`src/rtl/rvl_pkg.sv`:
```
package rvl_pkg;
  localparam logic [6:0] OPC_REG    = 7'b0110011;
  localparam logic [6:0] OPC_IMM    = 7'b0010011;
  localparam logic [6:0] OPC_LOAD   = 7'b0000011;
  localparam logic [6:0] OPC_STORE  = 7'b0100011;
  localparam logic [6:0] OPC_BRANCH = 7'b1100011;
  localparam logic [6:0] OPC_JAL    = 7'b1101111;
  localparam logic [6:0] OPC_JALR   = 7'b1100111;

  typedef enum logic [1:0] {ALU_ADD, ALU_SUB, ALU_AND, ALU_OR} alu_op_e;
  typedef enum logic [1:0] {WB_ALU, WB_MEM, WB_LINK} wb_sel_e;

  typedef struct packed {
    logic    reg_we;
    logic    mem_we;
    logic    src_imm;
    logic    is_branch;
    logic    branch_ne;
    logic    is_jal;
    logic    is_jalr;
    logic    illegal;
    alu_op_e alu_op;
    wb_sel_e wb_sel;
  } ctrl_t;
endpackage

```
`src/rtl/rvl_alu.sv`:
```
module rvl_alu
  import rvl_pkg::*;
#(
  parameter int XLEN = 32
) (
  input  logic [XLEN-1:0] a,
  input  logic [XLEN-1:0] b,
  input  alu_op_e         op,
  output logic [XLEN-1:0] y
);
  always_comb begin
    case (op)
      ALU_SUB: y = a - b;
      ALU_AND: y = a & b;
      ALU_OR:  y = a | b;
      default: y = a + b;
    endcase
  end
endmodule

```
`src/rtl/rvl_regfile.sv`:
```
module rvl_regfile #(
  parameter int XLEN = 32,
  parameter int NREG = 32,
  localparam int AW  = $clog2(NREG)
) (
  input  logic            clk,
  input  logic [AW-1:0]   raddr_a,
  input  logic [AW-1:0]   raddr_b,
  output logic [XLEN-1:0] rdata_a,
  output logic [XLEN-1:0] rdata_b,
  input  logic            we,
  input  logic [AW-1:0]   waddr,
  input  logic [XLEN-1:0] wdata
);
  logic [XLEN-1:0] regs [1:NREG-1];

  always_ff @(posedge clk) begin
    if (we && (waddr != '0)) regs[waddr] <= wdata;
  end

  assign rdata_a = (raddr_a == '0) ? '0 : regs[raddr_a];
  assign rdata_b = (raddr_b == '0) ? '0 : regs[raddr_b];
endmodule

```
`src/rtl/rvl_decode.sv`:
```
module rvl_decode
  import rvl_pkg::*;
#(
  parameter int XLEN = 32
) (
  input  logic [31:0]     instr,
  output ctrl_t           ctrl,
  output logic [XLEN-1:0] imm
);
  logic [6:0] opc;
  logic [2:0] f3;
  logic [6:0] f7;
  logic [XLEN-1:0] imm_i, imm_s, imm_b, imm_j;
  logic legal;

  assign opc = instr[6:0];
  assign f3  = instr[14:12];
  assign f7  = instr[31:25];

  assign imm_i = {{(XLEN-12){instr[31]}}, instr[31:20]};
  assign imm_s = {{(XLEN-12){instr[31]}}, instr[31:25], instr[11:7]};
  assign imm_b = {{(XLEN-13){instr[31]}}, instr[31], instr[7], instr[30:25],
                  instr[11:8], 1'b0};
  assign imm_j = {{(XLEN-21){instr[31]}}, instr[31], instr[19:12], instr[20],
                  instr[30:21], 1'b0};

  always_comb begin
    ctrl  = '0;
    imm   = '0;
    legal = 1'b0;
    case (opc)
      OPC_REG: begin
        if ((f7 == 7'b0000000 && (f3 == 3'b000 || f3 == 3'b110 || f3 == 3'b111)) ||
            (f7 == 7'b0100000 && f3 == 3'b000)) begin
          legal       = 1'b1;
          ctrl.reg_we = 1'b1;
          if (f3 == 3'b111)      ctrl.alu_op = ALU_AND;
          else if (f3 == 3'b110) ctrl.alu_op = ALU_OR;
          else if (f7[5])        ctrl.alu_op = ALU_SUB;
          else                   ctrl.alu_op = ALU_ADD;
        end
      end
      OPC_IMM: if (f3 == 3'b000) begin
        legal = 1'b1; ctrl.reg_we = 1'b1; ctrl.src_imm = 1'b1; imm = imm_i;
      end
      OPC_LOAD: if (f3 == 3'b010) begin
        legal = 1'b1; ctrl.reg_we = 1'b1; ctrl.src_imm = 1'b1;
        ctrl.wb_sel = WB_MEM; imm = imm_i;
      end
      OPC_STORE: if (f3 == 3'b010) begin
        legal = 1'b1; ctrl.mem_we = 1'b1; ctrl.src_imm = 1'b1; imm = imm_s;
      end
      OPC_BRANCH: if (f3[2:1] == 2'b00) begin
        legal = 1'b1; ctrl.is_branch = 1'b1; ctrl.branch_ne = f3[0]; imm = imm_b;
      end
      OPC_JAL: begin
        legal = 1'b1; ctrl.is_jal = 1'b1; ctrl.reg_we = 1'b1;
        ctrl.wb_sel = WB_LINK; imm = imm_j;
      end
      OPC_JALR: if (f3 == 3'b000) begin
        legal = 1'b1; ctrl.is_jalr = 1'b1; ctrl.reg_we = 1'b1; ctrl.src_imm = 1'b1;
        ctrl.wb_sel = WB_LINK; imm = imm_i;
      end
      default: legal = 1'b0;
    endcase
    if (!legal) begin
      ctrl         = '0;
      ctrl.illegal = 1'b1;
      imm          = '0;
    end
  end
endmodule

```
`src/rtl/rvl_core.sv`:
```
module rvl_core
  import rvl_pkg::*;
#(
  parameter int          XLEN     = 32,
  parameter int          NREG     = 32,
  parameter logic [31:0] RESET_PC = 32'h0
) (
  input  logic        clk,
  input  logic        rst,
  output logic [31:0] imem_addr,
  input  logic [31:0] imem_rdata,
  output logic [31:0] dmem_addr,
  output logic [31:0] dmem_wdata,
  output logic        dmem_we,
  input  logic [31:0] dmem_rdata,
  output logic        illegal
);
  localparam int AW = $clog2(NREG);

  logic [XLEN-1:0] pc, pc_seq, pc_rel, pc_next;
  logic [XLEN-1:0] imm, src_a, src_b, alu_b, alu_y, wb_data;
  logic            taken;
  ctrl_t           ctrl;

  rvl_decode #(.XLEN(XLEN)) u_dec (
    .instr (imem_rdata),
    .ctrl  (ctrl),
    .imm   (imm)
  );

  rvl_regfile #(.XLEN(XLEN), .NREG(NREG)) u_rf (
    .clk     (clk),
    .raddr_a (imem_rdata[15+:AW]),
    .raddr_b (imem_rdata[20+:AW]),
    .rdata_a (src_a),
    .rdata_b (src_b),
    .we      (ctrl.reg_we),
    .waddr   (imem_rdata[7+:AW]),
    .wdata   (wb_data)
  );

  assign alu_b = ctrl.src_imm ? imm : src_b;

  rvl_alu #(.XLEN(XLEN)) u_alu (
    .a  (src_a),
    .b  (alu_b),
    .op (ctrl.alu_op),
    .y  (alu_y)
  );

  assign pc_seq = pc + XLEN'(4);
  assign pc_rel = pc + imm;
  assign taken  = ctrl.is_branch & ((src_a == src_b) ^ ctrl.branch_ne);

  always_comb begin
    if (ctrl.is_jalr)               pc_next = {alu_y[XLEN-1:1], 1'b0};
    else if (ctrl.is_jal || taken)  pc_next = pc_rel;
    else                            pc_next = pc_seq;
  end

  always_comb begin
    case (ctrl.wb_sel)
      WB_MEM:  wb_data = dmem_rdata;
      WB_LINK: wb_data = pc_seq;
      default: wb_data = alu_y;
    endcase
  end

  always_ff @(posedge clk) begin
    if (rst) pc <= RESET_PC;
    else     pc <= pc_next;
  end

  assign imem_addr  = pc;
  assign dmem_addr  = alu_y;
  assign dmem_wdata = src_b;
  assign dmem_we    = ctrl.mem_we;
  assign illegal    = ctrl.illegal;
endmodule

```
`config.mk`:
```
export PLATFORM = sky130hd
export DESIGN_NAME = rvl_core
export DESIGN_NICKNAME = d
export VERILOG_FILES = /design/src/rtl/rvl_pkg.sv /design/src/rtl/rvl_alu.sv /design/src/rtl/rvl_regfile.sv /design/src/rtl/rvl_decode.sv /design/src/rtl/rvl_core.sv
export SDC_FILE = /design/constraint.sdc
export NUM_CORES = 2
export LEC_CHECK = 0
export CORE_MARGIN = 2
export CORE_UTILIZATION = 45
export CTS_CLUSTER_SIZE = 16
export DETAILED_ROUTE_END_ITERATION = 16
export HOLD_SLACK_MARGIN = 0.08
export SYNTH_ARGS = -nofsm -noshare
export SYNTH_HDL_FRONTEND = slang
export SYNTH_SLANG_ARGS = --single-unit
```
`constraint.sdc`:
```
create_clock -name clk -period 8.45 [get_ports clk]
set_clock_uncertainty 0.1 [all_clocks]
set_input_delay 1.2675 -clock clk [delete_from_list [all_inputs] [get_ports clk]]
set_output_delay 1.2675 -clock clk [all_outputs]
set_load 0.05 [all_outputs]
```
==> flow_summary.rst <==
.. list-table::
   :header-rows: 1

   * - Metric
     - Value
   * - Number of buffers created by CTS
     - 109
   * - Clock Sinks
     - approximately 1k
   * - Leak pwr
     - roughly 24 nW
   * - Global placer's final weighted congestion
     - 0.9821
   * - Status
     - complete, no violations
   * - Synthesized area divided by synthesized cell count
     - 14.62 µm²
   * - Maximum vdd ir drop
     - between 0.15 and 0.2 mV
   * - Post-Syn Instances
     - about 3.7k
   * - Area overhead of the layout relative to synthesis
     - 22.91%
   * - Final-report hold violation count
     - 0
   * - Max Cap Viol
     - 0
   * - Cell chosen for the clock root
     - clkbuf_16
   * - Share of synthesized area occupied by flip-flops and latches
     - a little under three fifths
   * - Cell internal pwr
     - slightly above 10 mW
   * - Tightest Pin Transition
     - roughly 1.4 ns
   * - Final net count
     - around 4.5k
   * - Proportion of total power due to net switching
     - a little under a third
   * - Maximum number of pins on one net before global-route repair
     - 66
   * - Remaining antenna violation count after routing
     - 0
   * - Total number of yosys warnings
     - 0
   * - Total number of vias
     - around 40k
   * - Avg WL per Cell
     - about 35 µm
   * - Number of enable flip-flop cells after synthesis
     - slightly below 1k
   * - Post-synth top flop
     - edfxtp_1
   * - Die span in x
     - between 300 and 400 µm
   * - Clock insertion delay at the later pin of the skew report
     - roughly 0.73 ns
   * - Post-detailed-placement half-perimeter wirelength
     - 145400 µm
   * - Post-Layout Cell Count
     - just over 6k
   * - Post-synthesis net count
     - ~3.8k
   * - IO Count
     - about 160
   * - Worst-path maximum fanout
     - 7
   * - Routed wire length
     - between 200000 and 250000 µm
   * - Critical setup path kind
     - input pin to primary output
   * - Core region area
     - around 0.12 mm²
   * - Count of state elements after synthesis
     - 1024
   * - Portion of total power attributed to combinational logic
     - 25.6%
   * - Overall die area
     - about 0.12 mm²
   * - Period utilization
     - just under 100%
   * - Htree depth
     - 3
   * - Number of setup violations in the final report
     - 0
   * - Worst-case headroom to the max-slew limit
     - between 3 and 4%
   * - Final Max Slew Viols
     - 0
   * - Ranking of synthesized cells by area
     - edfxtp_1 (55%), mux4_2 (15%), mux2i_1 (5.4%)
   * - Clock share of power
     - between 30 and 40%
   * - Post-synthesis cell area
     - around 0.054 mm²
   * - Antenna violations before repair
     - 9
   * - Shortest period the worst path allows
     - roughly 8.4 ns
   * - Data arrival time of the worst path
     - ~7 ns
   * - DRC marker count from the first detailed-route iteration
     - about 5.5k
   * - Clock-pin slew on the worst setup and hold paths
     - roughly 0.060 ns
   * - # DRC
     - 0
   * - Hold Crit Class
     - flip-flop to flip-flop
   * - Via count of the first global-routing pass
     - between 30k and 40k
   * - Switching power total
     - 4.523 mW
   * - Initial core utilization
     - between 40% and 50%
   * - Buffer depth of the longest clock path
     - 3
   * - Data required, critical path
     - roughly 7 ns
   * - Top cell type's share of synthesized area
     - between 50% and 60%
   * - Wire length of the first global-routing pass
     - 291100 µm
   * - Proportion of power drawn by flip-flops and latches
     - 42.4%
   * - Share of async-settable or async-resettable flops after synthesis
     - 0%
   * - Ratio of cells with drive above 1 in the final layout
     - between 30% and 40%
   * - Post-CTS Hold Fix Bufs
     - 0
   * - Ranking of synthesized cells by instance count
     - edfxtp_1 (992), mux4_2 (369), mux2i_1 (289)
   * - Crit end category
     - primary output
   * - First-pass iteration count of the detailed router
     - 6
   * - Most numerous cell in the Yosys netlist
     - edfxtp_1
   * - Global route overflow
     - 0
   * - Via-to-Cell Ratio
     - 6.579
   * - Startpoint kind of the worst setup timing path
     - input pin
   * - CTS tree
     - yes
   * - Yosys top cell by area
     - edfxtp_1
   * - GR Util All Layers
     - about a third
   * - Die boundary height
     - approximately 350 µm
   * - Total power divided by cell area
     - roughly 220 mW/mm²
   * - Highest clock rate
     - about 120 MHz
   * - # placed instances
     - slightly below 6k
   * - Floorplan row count
     - between 100 and 150
   * - Fin Hold WS
     - 0.4919 ns
   * - Port buffer count
     - roughly 160
   * - Library cells used by synthesis
     - between 90 and 100
   * - Setup repair after global routing missed its margin
     - true
[cell type report]
type                       instances  area [µm²]
antenna                            1       2.502
inverter                          70       262.8
timing repair buffer             780        7269
clock buffer                     136        2872
tap                             1612        2017
fill                            9685       53050
multi-input combinational       2359       23000
clock inverter                    66       596.8
sequential                      1024       30430
[placed cells by master (no fill, tap or decap), types with 111 or more instances in the layout]
| master | n |
|---|---|
| a21oi_1 | 142 |
| nand2_1 | 176 |
| mux2i_1 | 280 |
| a22oi_1 | 131 |
| buf_4 | 550 |
| clkdlybuf4s50_1 | 111 |
| clkbuf_16 | 113 |
| edfxtp_1 | 992 |
| nor2_1 | 189 |
| mux4_2 | 369 |
[metrics by stage]
| step | setup WS, ns | utilization (%) | cell area (µm²) | power, mW | TNS, ns |
|---|---|---|---|---|---|
| finish | 0.06653 | 55.61 | 66450 | 14.90 | 0 |
| global route | -0.1100 | 55.60 | 66440 | 15.27 | -0.1728 |
| CTS | 0.001675 | 55.20 | 65960 | 14.81 | 0 |
| detailed placement | -0.2808 | 51.75 | 61830 | 10.06 | -0.2808 |
| global placement | -0.2632 | 51.75 | 61830 | 10.03 | -0.2632 |
| floorplan | -0.1579 | - | 54250 | 8.243 | -0.1579 |
[metal layers]
layer	track usage [%]	vias up	part of all wire, %	wire [µm]
li1	-	16285	-	-
met3	6.744	532	11	23060
met5	0	-	0.031	66
met1	44.17	20375	37	77340
met2	53.84	2586	46	97390
met4	18.62	10	6.2	13000
[flip-flops by register name (all words and copies together), names as in the netlist, named ones only]
signal / cells
u_rf.regs: 992
imem_addr: 31
[final timing paths]
path | startpoint | end | slack [ns] | depth (start not counted)
worst max-delay path | imem_rdata[22] | dmem_addr[31] | 0.07 | 27
worst min-delay path | flip-flop | flip-flop | 0.49 | 2
worst max register to register | u_rf.regs[15][3] | u_rf.regs[26][29] | 1.99 | 32
worst min register to register | flip-flop | flip-flop | 0.49 | 2
[power by group through the flow]
stage,combinational [mW],sequential (mW),clock (mW)
after floorplan,1.76,6.48,0
after global placement,3.60,6.43,0
after detailed placement,3.62,6.43,0
after CTS,3.69,6.32,4.79
after global routing,3.97,6.32,4.98
final,3.81,6.32,4.77
[worst max-delay path: stages]
cell	delay, ns
buf_2	0.24
nor2b_4	0.37
buf_4	0.24
a22oi_2	0.13
and3_1	0.19
a211o_2	0.39
mux2i_2	0.20
and3_4	0.23
buf_6	0.09
and4_4	0.27
buf_6	0.11
nor2_4	0.03
xnor2_1	0.12
ha_1	0.30
a21o_1	0.20
a21oi_2	0.17
nor2b_2	0.07
a211oi_2	0.34
nor2_2	0.10
a31o_4	0.27
a2111o_1	0.37
a31oi_2	0.17
o21ai_1	0.09
xor2_1	0.22
mux2i_1	0.11
o211ai_1	0.43
clkbuf_16	0.26
[kinds of logic (layout without fill, tap and decap cells)]
group	after synthesis	in the layout	share of synthesized area (%)
DFF	1024	1024	56.29
AOI/OAI and AO/OA	756	756	9.429
adders and majority gates	80	80	1.833
xor gates and xnor gates	142	142	2.300
other	0	1	0
and+or+nand+nor	717	717	6.365
muxes	664	664	20.85
buffers and inverters	314	1052	2.939
[what timing repair did]
action	CTS	global route
setup endpoints to repair	1	2
cloned	3	1
pin swaps	59	55
buffers inserted	36	22
hold endpoints to repair	0	0
gates resized for setup	76	82
Note: power is estimated with default switching activity, not from simulation.
